===== config.mk =====
export PLATFORM = sky130hd
export DESIGN_NAME = tmr_status_flags
export DESIGN_NICKNAME = d
export VERILOG_FILES = /design/src/rtl/tmr_flag_pkg.sv /design/src/rtl/tmr_trig_edge.sv /design/src/rtl/tmr_ovcap.sv /design/src/rtl/tmr_sticky_bank.sv /design/src/rtl/tmr_status_flags.sv
export SDC_FILE = /design/constraint.sdc
export NUM_CORES = 1
export LEC_CHECK = 0
export BUFFER_PORTS_ARGS = -buffer_cell sky130_fd_sc_hd__buf_2
export CAP_MARGIN = 5
export CORE_MARGIN = 5
export CORE_UTILIZATION = 26
export DETAILED_ROUTE_END_ITERATION = 16
export PLACE_DENSITY = 0.81
export SYNTH_ARGS = -nofsm -noshare
export SYNTH_HDL_FRONTEND = slang
export SYNTH_SLANG_ARGS = --single-unit

===== constraint.sdc =====
create_clock -name clk -period 1.2 [get_ports clk]
set_clock_uncertainty 0.2 [all_clocks]
set_input_delay 0 -clock clk [delete_from_list [all_inputs] [get_ports clk]]
set_output_delay 0 -clock clk [all_outputs]
set_load 0.05 [all_outputs]

===== src/rtl/tmr_flag_pkg.sv =====
package tmr_flag_pkg;

    // Channel count is fixed by the status word layout
    localparam int NUM_CH   = 4;
    localparam int WORD_W   = 32;

    // Bit positions inside the status word
    localparam int POS_UPD  = 0;
    localparam int POS_CH0  = POS_UPD + 1;
    localparam int POS_CMT  = POS_CH0 + NUM_CH;
    localparam int POS_TRG  = POS_CMT + 1;
    localparam int POS_BRK  = POS_TRG + 1;
    localparam int POS_RSV  = POS_BRK + 1;
    localparam int POS_OVF0 = POS_RSV + 1;
    localparam int FLAG_W   = POS_OVF0 + NUM_CH;

    typedef logic [FLAG_W-1:0] flag_vec_t;
    typedef logic [WORD_W-1:0] word_t;

    typedef enum logic {
        EDGE_RISE = 1'b0,
        EDGE_FALL = 1'b1
    } edge_pol_e;

    // Hardware set requests, grouped by source
    typedef struct packed {
        logic              upd;
        logic [NUM_CH-1:0] ch;
        logic              cmt;
        logic              trg;
        logic              brk;
        logic [NUM_CH-1:0] ovf;
    } hw_set_t;

    // Map grouped set requests onto status word positions
    function automatic flag_vec_t place_sets(hw_set_t s);
        flag_vec_t v;
        v                    = '0;
        v[POS_UPD]           = s.upd;
        v[POS_CH0 +: NUM_CH] = s.ch;
        v[POS_CMT]           = s.cmt;
        v[POS_TRG]           = s.trg;
        v[POS_BRK]           = s.brk;
        v[POS_OVF0 +: NUM_CH] = s.ovf;
        return v;
    endfunction

    // Positions that hold a real flag
    function automatic flag_vec_t impl_mask();
        flag_vec_t m;
        m          = '1;
        m[POS_RSV] = 1'b0;
        return m;
    endfunction

    // Zero-extend the flag vector to the bus width
    function automatic word_t to_word(flag_vec_t f);
        word_t w;
        w              = '0;
        w[FLAG_W-1:0]  = f;
        return w;
    endfunction

endpackage


===== src/rtl/tmr_trig_edge.sv =====
module tmr_trig_edge
    import tmr_flag_pkg::*;
#(
    parameter int SYNC_STAGES = 2
) (
    input  logic      clk,
    input  logic      rst,
    input  logic      trig_in,
    input  edge_pol_e pol,
    input  logic      both_edges,
    output logic      trig_evt
);
    localparam int MSB = SYNC_STAGES - 1;

    logic [SYNC_STAGES-1:0] sync_q;
    logic                   last_q;
    logic                   rise;
    logic                   fall;

    generate
        if (SYNC_STAGES > 1) begin : g_chain
            always_ff @(posedge clk) begin
                if (rst) sync_q <= '0;
                else     sync_q <= {sync_q[SYNC_STAGES-2:0], trig_in};
            end
        end else begin : g_single
            always_ff @(posedge clk) begin
                if (rst) sync_q <= '0;
                else     sync_q <= trig_in;
            end
        end
    endgenerate

    always_ff @(posedge clk) begin
        if (rst) last_q <= 1'b0;
        else     last_q <= sync_q[MSB];
    end

    assign rise = sync_q[MSB] & ~last_q;
    assign fall = ~sync_q[MSB] & last_q;

    always_comb begin
        if (both_edges)            trig_evt = rise | fall;
        else if (pol == EDGE_FALL) trig_evt = fall;
        else                       trig_evt = rise;
    end

endmodule


===== src/rtl/tmr_ovcap.sv =====
module tmr_ovcap
    import tmr_flag_pkg::*;
#(
    parameter int CH = NUM_CH
) (
    input  logic [CH-1:0] cap_evt,
    input  logic [CH-1:0] input_mode,
    input  logic [CH-1:0] cap_flag_q,
    output logic [CH-1:0] ovf_set
);
    genvar i;
    generate
        for (i = 0; i < CH; i++) begin : g_ch
            // A second capture while the first is unread is an overrun
            assign ovf_set[i] = cap_evt[i] & input_mode[i] & cap_flag_q[i];
        end
    endgenerate

endmodule


===== src/rtl/tmr_sticky_bank.sv =====
module tmr_sticky_bank #(
    parameter int               W    = 8,
    parameter logic [W-1:0]     MASK = '1
) (
    input  logic         clk,
    input  logic         rst,
    input  logic [W-1:0] set_req,
    input  logic         wr_en,
    input  logic [W-1:0] wr_data,
    output logic [W-1:0] q
);
    genvar i;
    generate
        for (i = 0; i < W; i++) begin : g_bit
            if (MASK[i]) begin : g_flop
                always_ff @(posedge clk) begin
                    if (rst)                     q[i] <= 1'b0;
                    else if (set_req[i])         q[i] <= 1'b1;
                    else if (wr_en && !wr_data[i]) q[i] <= 1'b0;
                end
            end else begin : g_tie
                assign q[i] = 1'b0;
            end
        end
    endgenerate

endmodule


===== src/rtl/tmr_status_flags.sv =====
module tmr_status_flags
    import tmr_flag_pkg::*;
(
    input  logic              clk,
    input  logic              rst,
    input  logic              wr_en,
    input  logic [WORD_W-1:0] wr_data,
    output logic [WORD_W-1:0] rd_data,
    input  logic              evt_update,
    input  logic [NUM_CH-1:0] evt_ch,
    input  logic [NUM_CH-1:0] ch_input_mode,
    input  logic              evt_commut,
    input  logic              trig_in,
    input  logic              trig_pol,
    input  logic              pause_mode,
    input  logic              brk_active,
    input  logic [WORD_W-1:0] irq_en,
    output logic              irq
);
    localparam flag_vec_t MASK = impl_mask();

    flag_vec_t         flags_q;
    flag_vec_t         set_vec;
    hw_set_t           sets;
    logic              trig_evt;
    logic [NUM_CH-1:0] ovf_set;
    edge_pol_e         pol;

    assign pol = edge_pol_e'(trig_pol);

    tmr_trig_edge #(
        .SYNC_STAGES(2)
    ) u_trig (
        .clk       (clk),
        .rst       (rst),
        .trig_in   (trig_in),
        .pol       (pol),
        .both_edges(pause_mode),
        .trig_evt  (trig_evt)
    );

    tmr_ovcap #(
        .CH(NUM_CH)
    ) u_ovcap (
        .cap_evt   (evt_ch),
        .input_mode(ch_input_mode),
        .cap_flag_q(flags_q[POS_CH0 +: NUM_CH]),
        .ovf_set   (ovf_set)
    );

    always_comb begin
        sets.upd = evt_update;
        sets.ch  = evt_ch;
        sets.cmt = evt_commut;
        sets.trg = trig_evt;
        sets.brk = brk_active;
        sets.ovf = ovf_set;
        set_vec  = place_sets(sets);
    end

    tmr_sticky_bank #(
        .W   (FLAG_W),
        .MASK(MASK)
    ) u_bank (
        .clk    (clk),
        .rst    (rst),
        .set_req(set_vec),
        .wr_en  (wr_en),
        .wr_data(wr_data[FLAG_W-1:0]),
        .q      (flags_q)
    );

    assign rd_data = to_word(flags_q);
    assign irq     = |(rd_data & irq_en);

endmodule


==> flow_metrics.py, run 1 <==
metrics = {
    "floorplan": {
        "die_area_sq_um": 4210,
        "start_util_pct": 26.3,
        "die_h_um": 64.9,
        "core-area_sq_um": 2980,
        "die_w_um": 64.9,
        "ios": 114,
        "fp-row-count": 20,
    },
    "global_routing": {
        "grt_usage_pct": 12.1,
        "grt_remaining_overflow": 0,
        "antenna_found_initial": 0,
        "grt_pass1_vias": 869,
        "use_met2_pct": 22.7,
        "grt_start_max_net_pins": 16,
        "grtUsageMet3_pct": 5.03,
        "grt_pass1_wl_um": 3930,
        "met1_usage_pct": 12.8,
        "grt-busiest-layer": "met2",
    },
    "pwr": {
        "p_leak_nw": 0.719,
        "p_seq_share_pct": 39.8,
        "p_sw_mw": 0.508,
        "power.total_mw": 1.36,
        "power.internal_mw": 0.850,
        "power_frac_comb_pct": 39.8,
        "p_per_area_nw_per_um2": 925,
        "p_sw_share_pct": 37.4,
        "pwr-share-clk_pct": 20.4,
        "vdd_ir_drop_max_mv": 0.715,
    },
    "critical_path": {
        "path_max_fanout": 2,
        "cp.arrival_ns": 1.36,
        "critical_path_class": "reg2out",
        "critPathRequiredTime_ns": 1.00,
        "timing.rr.start": "u_trig.sync_q[1]$_SDFF_PP0_",
        "r2r_cells": 5,
        "slowest_delay_ns": 0.35,
        "worst-r2r-setup-slack_ns": -0.03,
        "path_cells": "a22o_1 -> a221oi_2 -> nand3_4 -> buf_8",
        "setup.worst_path.end": "irq",
        "r2r-end": "u_bank.q[6]$_SDFFE_PP0P_",
        "worst_setup_path_start_kind": "flip-flop",
        "crit_slowest_cell": "dfxtp_4",
        "startpoint": "u_bank.q[3]$_SDFFE_PP0P_",
        "end_kind": "primary output",
    },
    "synthesis": {
        "synth_top_area_cell": "dfxtp_1",
        "synth.area.top_cells": "dfxtp_1 38%, buf_4 19%, o21ai_0 7.7%",
        "ys_warn_count": 0,
        "synth_cell_types": 18,
        "synth.avg_cell_area_sq_um": 8.61,
        "syn-cell-area_sq_um": 783,
        "yosysTopAreaCellShare_pct": 38.3,
        "synth-seq-cells": 15,
        "synth_cells": 91,
        "synth_seq_area_share_pct": 38.3,
    },
    "placed_design": {
        "io_buffers": 53,
        "postPlaceCellArea_sq_um": 1100,
        "dp_cells": 182,
        "post-dp-hpwl_um": 1850,
        "gp_congestion": 0.820,
    },
    "sta": {
        "slew_violations": 0,
        "hold_viol": 0,
        "finalCritPeriodShare_pct": 130,
        "rsz0062_at_grt": "true",
        "period_needed_ns": 1.56,
        "layout_setup_ws_ns": -0.362,
        "fmax_mhz": 640,
        "setup_viol": 2,
    },
    "cells_and_area": {
        "layout_common_cells": "44 x buf_2, 27 x dlygate4sd3_1, 20 x conb_1",
        "n_antenna_cell": 0,
        "syn_to_final_growth_pct": 87.4,
        "final_common_cell": "buf_2",
        "stdcell_area_sq_um": 1470,
        "drive_above_1_share_pct": 47.0,
        "fin_util_pct": 49.3,
        "nFillCells": 281,
        "fin_cells": 214,
        "nNetsFinal": 265,
    },
    "routing": {
        "first_pass_iters": 2,
        "vias": 871,
        "wire_per_inst_um": 12.3,
        "drtIter0Drc": 21,
        "route.detailed.drc": 0,
        "antenna_left": 0,
        "viasPerCell": 4.07,
        "drt-total-wl_um": 2640,
    },
    "status": {
        "violations": "setup timing",
        "status": "finished, violations left",
    },
    "clocking": {
        "clockBufferDepth": 2,
        "cts_root_buf": "clkbuf_4",
        "cts_tree": "yes",
        "path_clk_slew_ns": 0.08,
        "cts-htree-levels": 1,
        "numClockSinks": 15,
        "numCtsBuffers": 3,
        "insertion_delay_ns": 0.27,
    },
    "worst_hold_path": {
        "hold_class": "in2reg",
    },
    "job": {
        "drv_cap": 0,
    },
}
## critical path, delay by kind of cell, from the launching register on
| family | cells | cell delay [ns] |
|---|---|---|
| compound gates | 2 | 0.47 |
| flops | 1 | 0.35 |
| simple gates | 1 | 0.10 |
| buf+inv | 1 | 0.16 |
## sequential cells by signal, indices dropped and copies added (netlist names)
name / count
u_bank.q: 12
u_trig.sync_q: 2
u_trig.last_q: 1
## logic make-up (layout without fill, tap and decap cells)
kind of cell    Yosys count  after routing  share of synthesized area (%)
compound gates           30             30                           24.6
fa+ha+maj                 2              2                           3.19
buf+inv                  32            103                           25.2
flops                    15             15                           38.3
mux                       1              1                           1.28
other cells               1             20                          0.479
simple gates             10             10                           6.87
## synth_stat cells, drive strengths merged
cell type  count
conb           1
buf           21
dfxtp         15
mux2i          1
ha             2
nand3          5
a31oi          1
nor2b          2
or2            1
clkbuf         1
a21oi         11
o21ai         12
a221oi         3
nand2b         1
inv           10
nor2           1
a22o           3
## through the flow
step	setup TNS (ns)	hold slack (ns)	setup slack (ns)
floorplan	-0.0622	-0.141	-0.0622
global placement	-0.105	0.00938	-0.0873
detailed placement	-0.128	0.0326	-0.128
CTS	-0.389	0.0569	-0.389
global route	-0.552	0.0880	-0.456
finish	-0.391	0.0556	-0.362
## area by class of cell
type                            instances  area, sq um  share of cell area (%)
Sequential cell                        15          333                    22.7
Multi-Input combinational cell         63          394                    26.9
Clock buffer                            4         26.3                    1.79
Tap cell                               33         41.3                    2.81
Inverter                               10         40.0                    2.73
Timing Repair Buffer                   89          633                    43.1
## timing repair
| action | in CTS | in global routing |
|---|---|---|
| pin swaps | 3 | 2 |
| setup buffers | 0 | 1 |
| endpoints found under the setup margin | 2 | 10 |
| resized for setup | 7 | 16 |
| hold endpoints to repair | 15 | 0 |
| hold buffers | 27 | 0 |
## worst min-delay path by stage
stage,slack (ns),cells past startpoint,to,start
2_1_floorplan,-0.14,1,u_bank.q[10]$_SDFFE_PP0P_,rst
3_3_place_gp,0.009,2,u_trig.sync_q[0]$_SDFF_PP0_,trig_in
3_5_place_dp,0.03,3,u_bank.q[5]$_SDFFE_PP0P_,evt_commut
4_1_cts,0.06,4,u_bank.q[12]$_SDFFE_PP0P_,wr_en
5_1_grt,0.09,4,u_bank.q[5]$_SDFFE_PP0P_,wr_en
6_report,0.06,4,u_bank.q[12]$_SDFFE_PP0P_,wr_en
## power by group through the flow
| stage | combinational (mW) | sequential [mW] | clock, mW |
|---|---|---|---|
| finish | 0.541 | 0.540 | 0.277 |
| CTS | 0.525 | 0.540 | 0.296 |
| detailed placement | 0.446 | 0.551 | 0 |
| floorplan | 0.278 | 0.637 | 0 |
| global placement | 0.443 | 0.549 | 0 |
| global route | 0.574 | 0.545 | 0.327 |
## routing by layer
metal / part of all wire [%] / routed length [um] / vias to the layer above
li1: - / - / 448
met4: 0 / 0 / 0
met2: 53 / 1400 / 48
met1: 36 / 949 / 375
met5: 0 / 0 / -
met3: 11 / 285 / 0
(Power assumes the default switching activity.)
==> inputs of run 2 (changes only) <==
--- a/config.mk
+++ b/config.mk
@@ -11,6 +11,7 @@
 export CORE_UTILIZATION = 26
 export DETAILED_ROUTE_END_ITERATION = 16
 export PLACE_DENSITY = 0.81
+export RECOVER_POWER = 50
 export SYNTH_ARGS = -nofsm -noshare
 export SYNTH_HDL_FRONTEND = slang
 export SYNTH_SLANG_ARGS = --single-unit
==> run 2 against run 1 <==
- the run still ends with setup timing left
- worst setup slack is the same
- combinational power is essentially flat
- design area unchanged
- highest routed layer unchanged
- largest cell class unchanged
- first-iteration DRC count unchanged
- worst hold slack is essentially flat
==> flow_metrics.py, run 2 (synthesis results as in run 1) <==
metrics = {
    "job": {
        "drv_cap": 0,
    },
    "floorplan": {
        "start_util_pct": 26.3,
        "die_w_um": 64.9,
        "die_h_um": 64.9,
        "ios": 114,
        "die_area_sq_um": 4210,
        "core-area_sq_um": 2980,
        "fp-row-count": 20,
    },
    "clocking": {
        "cts_tree": "yes",
        "path_clk_slew_ns": 0.08,
        "numCtsBuffers": 3,
        "insertion_delay_ns": 0.27,
        "cts-htree-levels": 1,
        "clockBufferDepth": 2,
        "numClockSinks": 15,
        "cts_root_buf": "clkbuf_4",
    },
    "cells_and_area": {
        "final_common_cell": "buf_2",
        "nNetsFinal": 265,
        "n_antenna_cell": 0,
        "stdcell_area_sq_um": 1470,
        "reg_top3": "u_bank.q x12, u_trig.sync_q x2, u_trig.last_q x1",
        "fin_cells": 214,
        "regMostFlops": "u_bank.q",
        "drive_above_1_share_pct": 47.0,
        "nFillCells": 281,
        "syn_to_final_growth_pct": 87.4,
        "largest_reg_flops": 12,
        "layout_common_cells": "43 x buf_2, 27 x dlygate4sd3_1, 20 x conb_1",
    },
    "placed_design": {
        "postPlaceCellArea_sq_um": 1100,
        "post-dp-hpwl_um": 1850,
        "gp_congestion": 0.820,
        "io_buffers": 53,
        "dp_cells": 182,
    },
    "global_routing": {
        "grt_start_max_net_pins": 16,
        "grt_pass1_vias": 869,
        "grt_usage_pct": 12.1,
        "antenna_found_initial": 0,
        "grt_pass1_wl_um": 3930,
        "grt_remaining_overflow": 0,
    },
    "pwr": {
        "p_sw_mw": 0.508,
        "power.internal_mw": 0.850,
        "p_sw_share_pct": 37.4,
        "p_leak_nw": 0.719,
        "p_per_area_nw_per_um2": 925,
        "vdd_ir_drop_max_mv": 0.715,
        "p_seq_share_pct": 39.8,
        "pwr-share-clk_pct": 20.4,
        "power_frac_comb_pct": 39.8,
    },
    "critical_path": {
        "worst_setup_path_start_kind": "flip-flop",
        "path_max_fanout": 2,
        "cp.arrival_ns": 1.36,
        "end_kind": "primary output",
        "r2r_cells": 5,
        "critPathRequiredTime_ns": 1.00,
        "critical_path_class": "reg2out",
    },
    "sta": {
        "hold_slack_ns": 0.0556,
        "finalCritPeriodShare_pct": 130,
        "rsz0062_at_grt": "true",
        "layout_setup_ws_ns": -0.362,
        "setup_viol": 2,
        "period_needed_ns": 1.56,
        "hold_viol": 0,
        "fmax_mhz": 640,
        "slew_violations": 0,
    },
    "worst_hold_path": {
        "holdPathStages": 4,
        "hold_class": "in2reg",
    },
    "routing": {
        "drtIter0Drc": 21,
        "vias": 871,
        "viasPerCell": 4.07,
        "wire_per_inst_um": 12.3,
        "route.detailed.drc": 0,
        "drt-total-wl_um": 2640,
        "first_pass_iters": 2,
        "antenna_left": 0,
    },
    "status": {
        "violations": "setup timing",
        "status": "finished, violations left",
    },
}
-- run 2: changes by cell type in the layout (fill, tap and decap cells not counted), sizes merged --
cell and change:
clkbuf +1, buf -1
-- run 2: layout make-up --
class | instances | area, sq um | area share, %
timing repair buffer | 89 | 633 | 43.1
multi-input combinational | 63 | 394 | 26.9
sequential | 15 | 333 | 22.7
tap | 33 | 41.3 | 2.81
inverter | 10 | 40.0 | 2.73
clock buffer | 4 | 26.3 | 1.79
-- run 2: worst paths after layout --
kind	startpoint	to	slack (ns)
min reg2reg	u_trig.sync_q[0]$_SDFF_PP0_	u_trig.sync_q[1]$_SDFF_PP0_	0.25
max reg2reg	u_trig.sync_q[1]$_SDFF_PP0_	u_bank.q[6]$_SDFFE_PP0P_	-0.03
max	u_bank.q[3]$_SDFFE_PP0P_	irq	-0.36
min	wr_en	u_bank.q[12]$_SDFFE_PP0P_	0.06
-- run 2: repair_timing --
| item | CTS | global route |
|---|---|---|
| buffers inserted | 0 | 1 |
| hold buffers | 27 | 0 |
| setup endpoints to repair | 2 | 10 |
| resized for setup | 7 | 16 |
| pin swaps | 3 | 2 |
| endpoints found under the hold margin | 15 | 0 |
-- run 2: worst max-delay path, cell delays in order (launching register included) --
cell,delay (ns)
dfxtp_4,0.35
a22o_1,0.22
a221oi_2,0.25
nand3_4,0.10
buf_8,0.16
-- run 2: layer usage --
layer / up-vias / global-route usage [%] / share of wire, %
met2: 48 / 22.7 / 53
met4: 0 / 1.58 / 0
met5: - / 0 / 0
li1: 448 / - / -
met1: 375 / 12.8 / 36
met3: 0 / 5.03 / 11
-- run 2: power by group through the flow --
| stage | sequential [mW] | combinational, mW | clock (mW) |
|---|---|---|---|
| final | 0.540 | 0.541 | 0.277 |
| after global routing | 0.545 | 0.574 | 0.327 |
| after CTS | 0.540 | 0.525 | 0.296 |
| after detailed placement | 0.551 | 0.446 | 0 |
| after global placement | 0.549 | 0.443 | 0 |
| after floorplan | 0.637 | 0.278 | 0 |
-- run 2: stage by stage --
stage	worst slack [ns]	total power [mW]	util [%]	setup TNS [ns]
6_report	-0.362	1.36	49.3	-0.393
5_1_grt	-0.456	1.45	49.3	-0.554
3_3_place_gp	-0.0873	0.992	37.0	-0.105
2_1_floorplan	-0.0622	0.914	-	-0.0622
4_1_cts	-0.389	1.36	47.4	-0.389
3_5_place_dp	-0.128	0.997	37.0	-0.128
